$ cat src/rtl/bytelane_pkg.sv
package bytelane_pkg;

    localparam int BYTE_W     = 8;
    localparam int LANES      = 4;
    localparam int WORD_W     = BYTE_W * LANES;
    localparam int LANE_IDX_W = $clog2(LANES);

    typedef enum logic {
        ORDER_LITTLE = 1'b0,
        ORDER_BIG    = 1'b1
    } order_e;

    typedef struct packed {
        logic [LANE_IDX_W-1:0] lane;
        logic [LANES-1:0]      mask;
        logic                  misaligned;
    } lane_sel_t;

    typedef struct packed {
        logic                  is_byte;
        logic [LANE_IDX_W-1:0] lane;
    } load_ctx_t;

    // Byte offset within the word -> physical lane index.
    function automatic logic [LANE_IDX_W-1:0] pick_lane(
        input logic [LANE_IDX_W-1:0] off,
        input order_e                ord
    );
        logic [LANE_IDX_W-1:0] top;
        top = LANE_IDX_W'(LANES - 1);
        return (ord == ORDER_BIG) ? (top - off) : off;
    endfunction

    function automatic logic [WORD_W-1:0] sext_byte(input logic [BYTE_W-1:0] b);
        return {{(WORD_W-BYTE_W){b[BYTE_W-1]}}, b};
    endfunction

endpackage

$ cat src/rtl/bytelane_decode.sv
module bytelane_decode
    import bytelane_pkg::*;
(
    input  logic [LANE_IDX_W-1:0] offset,
    input  logic                  is_byte,
    input  order_e                order,
    output lane_sel_t             sel
);
    logic [LANE_IDX_W-1:0] lane;
    logic                  bad_align;

    always_comb begin
        lane      = pick_lane(offset, order);
        bad_align = !is_byte && (offset != '0);
    end

    for (genvar k = 0; k < LANES; k++) begin : g_mask
        assign sel.mask[k] = is_byte ? (lane == LANE_IDX_W'(k)) : !bad_align;
    end

    assign sel.lane       = lane;
    assign sel.misaligned = bad_align;

endmodule

$ cat src/rtl/bytelane_store_pack.sv
module bytelane_store_pack
    import bytelane_pkg::*;
(
    input  logic [WORD_W-1:0] src,
    input  logic              is_byte,
    output logic [WORD_W-1:0] packed_data
);
    for (genvar k = 0; k < LANES; k++) begin : g_lane
        assign packed_data[k*BYTE_W +: BYTE_W] =
            is_byte ? src[BYTE_W-1:0] : src[k*BYTE_W +: BYTE_W];
    end
endmodule

$ cat src/rtl/bytelane_load_extract.sv
module bytelane_load_extract
    import bytelane_pkg::*;
(
    input  logic [WORD_W-1:0] word_in,
    input  load_ctx_t         ctx,
    output logic [WORD_W-1:0] result
);
    logic [BYTE_W-1:0] lanes [LANES];

    for (genvar k = 0; k < LANES; k++) begin : g_split
        assign lanes[k] = word_in[k*BYTE_W +: BYTE_W];
    end

    always_comb begin
        if (ctx.is_byte) result = sext_byte(lanes[ctx.lane]);
        else             result = word_in;
    end
endmodule

$ cat src/rtl/bytelane_mem_if.sv
module bytelane_mem_if
    import bytelane_pkg::*;
#(
    parameter int ADDR_W = 32
) (
    input  logic                clk,
    input  logic                rst,
    input  logic                big_endian,
    input  logic                req_valid,
    input  logic                req_is_store,
    input  logic                req_is_byte,
    input  logic [ADDR_W-1:0]   req_addr,
    input  logic [WORD_W-1:0]   req_wdata,
    input  logic [WORD_W-1:0]   mem_rdata,
    output logic                mem_valid,
    output logic [ADDR_W-3:0]   mem_addr,
    output logic [LANES-1:0]    mem_we,
    output logic [WORD_W-1:0]   mem_wdata,
    output logic                mem_misalign,
    output logic                ld_valid,
    output logic [WORD_W-1:0]   ld_data
);
    localparam int WADDR_W = ADDR_W - LANE_IDX_W;

    order_e            order;
    lane_sel_t         sel;
    logic [WORD_W-1:0] packed_w;
    load_ctx_t         ctx_q;
    logic              pend_load_q;
    logic [WORD_W-1:0] extracted;

    assign order = big_endian ? ORDER_BIG : ORDER_LITTLE;

    bytelane_decode u_decode (
        .offset  (req_addr[LANE_IDX_W-1:0]),
        .is_byte (req_is_byte),
        .order   (order),
        .sel     (sel)
    );

    bytelane_store_pack u_pack (
        .src         (req_wdata),
        .is_byte     (req_is_byte),
        .packed_data (packed_w)
    );

    bytelane_load_extract u_extract (
        .word_in (mem_rdata),
        .ctx     (ctx_q),
        .result  (extracted)
    );

    // Request stage: drive memory one cycle after acceptance.
    always_ff @(posedge clk) begin
        if (rst) begin
            mem_valid    <= 1'b0;
            mem_addr     <= '0;
            mem_we       <= '0;
            mem_wdata    <= '0;
            mem_misalign <= 1'b0;
            pend_load_q  <= 1'b0;
            ctx_q        <= '0;
        end else begin
            mem_valid    <= req_valid;
            mem_misalign <= req_valid && sel.misaligned;
            pend_load_q  <= req_valid && !req_is_store;
            if (req_valid) begin
                mem_addr  <= req_addr[ADDR_W-1:LANE_IDX_W];
                mem_wdata <= packed_w;
                mem_we    <= req_is_store ? sel.mask : '0;
                ctx_q     <= '{is_byte: req_is_byte, lane: sel.lane};
            end else begin
                mem_we    <= '0;
            end
        end
    end

    // Response stage: capture extracted load data.
    always_ff @(posedge clk) begin
        if (rst) begin
            ld_valid <= 1'b0;
            ld_data  <= '0;
        end else begin
            ld_valid <= pend_load_q;
            if (pend_load_q) ld_data <= extracted;
        end
    end

    logic unused_waddr;
    assign unused_waddr = (WADDR_W == 0);

endmodule

$ cat config.mk
export PLATFORM = sky130hd
export DESIGN_NAME = bytelane_mem_if
export DESIGN_NICKNAME = d
export VERILOG_FILES = /design/src/rtl/bytelane_pkg.sv /design/src/rtl/bytelane_decode.sv /design/src/rtl/bytelane_store_pack.sv /design/src/rtl/bytelane_load_extract.sv /design/src/rtl/bytelane_mem_if.sv
export SDC_FILE = /design/constraint.sdc
export NUM_CORES = 1
export LEC_CHECK = 0
export ABC_CLOCK_PERIOD_IN_PS = 1300
export BUFFER_PORTS_ARGS = -buffer_cell sky130_fd_sc_hd__buf_4
export CAP_MARGIN = 0
export CORE_MARGIN = 4
export CORE_UTILIZATION = 35
export DETAILED_ROUTE_END_ITERATION = 8
export PLACE_DENSITY = 0.65
export RECOVER_POWER = 50
export SYNTH_ARGS = -nofsm -noshare
export SYNTH_HDL_FRONTEND = slang
export SYNTH_SLANG_ARGS = --single-unit
$ cat constraint.sdc
create_clock -name clk -period 1.3 [get_ports clk]
set_input_delay 0.13 -clock clk [delete_from_list [all_inputs] [get_ports clk]]
set_output_delay 0.13 -clock clk [all_outputs]
set_load 0.05 [all_outputs]
==> impl_metrics.json <==
{
  "status": "complete, but fails checks",
  "violations": "negative setup slack",
  "placed_cell_area_mm2": 0.00621,
  "clock_sinks": 105,
  "worstPathArrival_ns": 1.57,
  "drtPass1Iterations": 4,
  "die_width_um": 121,
  "synth-edff-count": 0,
  "yosysSeqAreaShare_pct": 47.4,
  "slowest_stage": "mux4_2",
  "hold-worst-slack_ns": 0.0197,
  "hold_end": "mem_addr[6]",
  "setup_tns_ns": -1.16,
  "vias_per_cell": 4.86,
  "yosysWarnings": 0,
  "synth_top_cell_by_area": "dfxtp_1",
  "synth_area_mm2": 0.00444,
  "layout_setup_ws_ns": -0.0640,
  "drtIter0Drc": 194,
  "hp-class": "input port to flip-flop",
  "wl_per_cell_um": 16.0,
  "portBuffers": 202,
  "area_growth_pct": 45.2,
  "yosys-top-cells-area": "dfxtp_1, mux2i_1, nor2_1",
  "timing.rr.end": "ld_data[24]",
  "start_util_pct": 36.4,
  "nets": 736,
  "preCtsSetupSlack_ns": -0.0536,
  "cp-end-kind": "flip-flop",
  "final-hold-violation-count": 0,
  "r2r-start": "ctx_q[0]",
  "antenna_cells": 0,
  "synth_ff_type": "dfxtp_1",
  "via_count": 3919,
  "final_cells": 807,
  "first_global_vias": 4070,
  "layout-drive-gt1-share_pct": 42.1,
  "crit_required_ns": 1.51,
  "slowest_delay_ns": 0.52,
  "design_area_mm2": 0.00645,
  "fmax_ghz": 0.733,
  "antenna_found_initial": 0,
  "tightest_slew_ns": 0.579,
  "path_cells": "mux4_2 > nand2_4 > buf_12 > a311oi_2",
  "htreeDepth": 3,
  "synth.distinct_cells": 27,
  "clock_path_buffers": 2,
  "drc": 0,
  "wl_um": 12900,
  "ff2ff_path_depth": 4,
  "grtUsageTotal_pct": 17.4,
  "cts_tree": "built",
  "cp.buffers_inverters": 1,
  "worstHoldPathCells": 3,
  "finalClockSkew_ns": 0.00486,
  "maxCapViolations": 0,
  "root_buffer": "clkbuf_16",
  "synthArstFlopShare_pct": 0,
  "ys_ff_latch": 105,
  "syn-num-nets": 545,
  "syn_inst": 443,
  "finalSetupViolCount": 25,
  "clkTransAtPathRegs_ns": 0.07,
  "worstSetupPathType": "flip-flop to flip-flop",
  "core_region_area_mm2": 0.0122,
  "overflow": 0,
  "startpoint": "ctx_q[0]",
  "ant_nets": 0,
  "reg2reg_slack_ns": -0.06,
  "avgSynthCellArea_um2": 10.0,
  "grt_max_degree": 47,
  "cts_setup_buffers": 0,
  "grt_pass1_wl_um": 20500,
  "yosysTopAreaCellShare_pct": 47.4,
  "max_slew_margin_pct": 61.4,
  "rsz0062_at_grt": "yes",
  "die_y_um": 121,
  "ir_drop_uv": 582,
  "pwr_density_cell_mw_per_mm2": 1240,
  "startpoint_type": "flip-flop",
  "dp_cells": 790,
  "final.period_utilization_pct": 105,
  "slew_violations": 0,
  "crit_family": "multiplexers",
  "place_hpwl_um": 9910,
  "cts_buffers": 9,
  "critPathMaxFanout": 11,
  "worstSkewPairLatency_ns": 0.34,
  "num_io_pins": 203,
  "rows": 40,
  "dieArea_mm2": 0.0145,
  "final_cell_mix": "buf_4, dfxtp_1, nor2_1",
  "place.gp.congestion": 0.811,
  "layout_commonest_cell": "buf_4",
  "hold_start": "req_addr[8]",
  "min_period_ns": 1.36,
  "p_leak_uw": 0.00291
}
==> sequential cells by signal, indices dropped and copies added (netlist names) <==
signal	cells
mem_valid	1
ld_data	32
mem_addr	30
ctx_q	3
pend_load_q	1
mem_we	4
mem_misalign	1
ld_valid	1
mem_wdata	32
==> cell type report <==
| cell class | instances | area [um2] |
|---|---|---|
| timing repair buffer | 221 | 1680 |
| sequential | 105 | 2100 |
| multi-input combinational | 293 | 2160 |
| fill | 1163 | 5770 |
| inverter | 4 | 15.0 |
| tap | 168 | 210 |
| clock buffer | 11 | 243 |
| clock inverter | 5 | 38.8 |
==> logic make-up (layout without fill, tap and decap cells) <==
family | Yosys count | after routing | share of synthesized area, %
AND/OR/NAND/NOR | 147 | 147 | 15.2
flip-flops | 105 | 105 | 47.4
AO/OA/AOI/OAI | 73 | 73 | 15.9
multiplexers | 71 | 71 | 16.5
buffers and inverters | 45 | 241 | 4.73
XOR/XNOR | 2 | 2 | 0.395
==> worst max path at each step <==
stage / endpoint / slack (ns) / cells past startpoint
floorplan: ld_data[11] / -0.03 / 4
global placement: ld_data[21] / -0.02 / 4
detailed placement: ld_data[24] / -0.05 / 4
CTS: ld_data[24] / -0.06 / 4
global route: ld_data[24] / -0.1 / 4
finish: ld_data[24] / -0.06 / 4
==> per-stage QoR <==
| step | total power, uW | utilization [%] |
|---|---|---|
| global placement | 5500 | 50.8 |
| CTS | 8120 | 53.2 |
| finish | 8000 | 52.8 |
| floorplan | 4790 | - |
| global route | 8380 | 52.8 |
| detailed placement | 5530 | 50.8 |
==> cells in the mapped netlist (2+ instances only) <==
cell type,number
xnor2_1,2
buf_2,15
nand2_1,5
o32ai_1,14
mux2i_1,63
nand2b_1,35
and3b_1,2
clkbuf_1,21
a311oi_1,5
buf_6,2
a211oi_1,26
o21ai_0,3
inv_1,4
nor2_1,99
mux2_2,7
buf_4,2
a21oi_1,4
nor3b_1,2
a311oi_2,20
dfxtp_1,105
==> routing by layer <==
layer | vias up | wire (um) | GRT usage (%)
met1 | 1835 | 5200 | 19.9
met5 | - | 0 | 0
met4 | 0 | 100 | 5.03
li1 | 1945 | - | -
met2 | 130 | 6470 | 29.9
met3 | 9 | 1170 | 7.06
==> worst reg2reg max path, cell delays in order, from the launching register on <==
cell      delay [ns]
dfxtp_2         0.35
mux4_2          0.52
nand2_4         0.11
buf_12          0.15
a311oi_2        0.10
==> power by group <==
| group | internal, uW | leakage (uW) | switching, uW | total [uW] |
|---|---|---|---|---|
| registers | 3410 | 0.000866 | 108 | 3510 |
| clock network | 1360 | 0.000124 | 1220 | 2580 |
| logic | 728 | 0.00192 | 1180 | 1910 |
==> what timing repair did <==
action,in CTS,in global routing
hold buffers,1,0
endpoints found under the hold margin,1,0
pin swaps,0,0
cloned,0,0
resized for setup,0,5
setup endpoints to repair,25,31
Note: power is estimated with default switching activity, not from simulation.
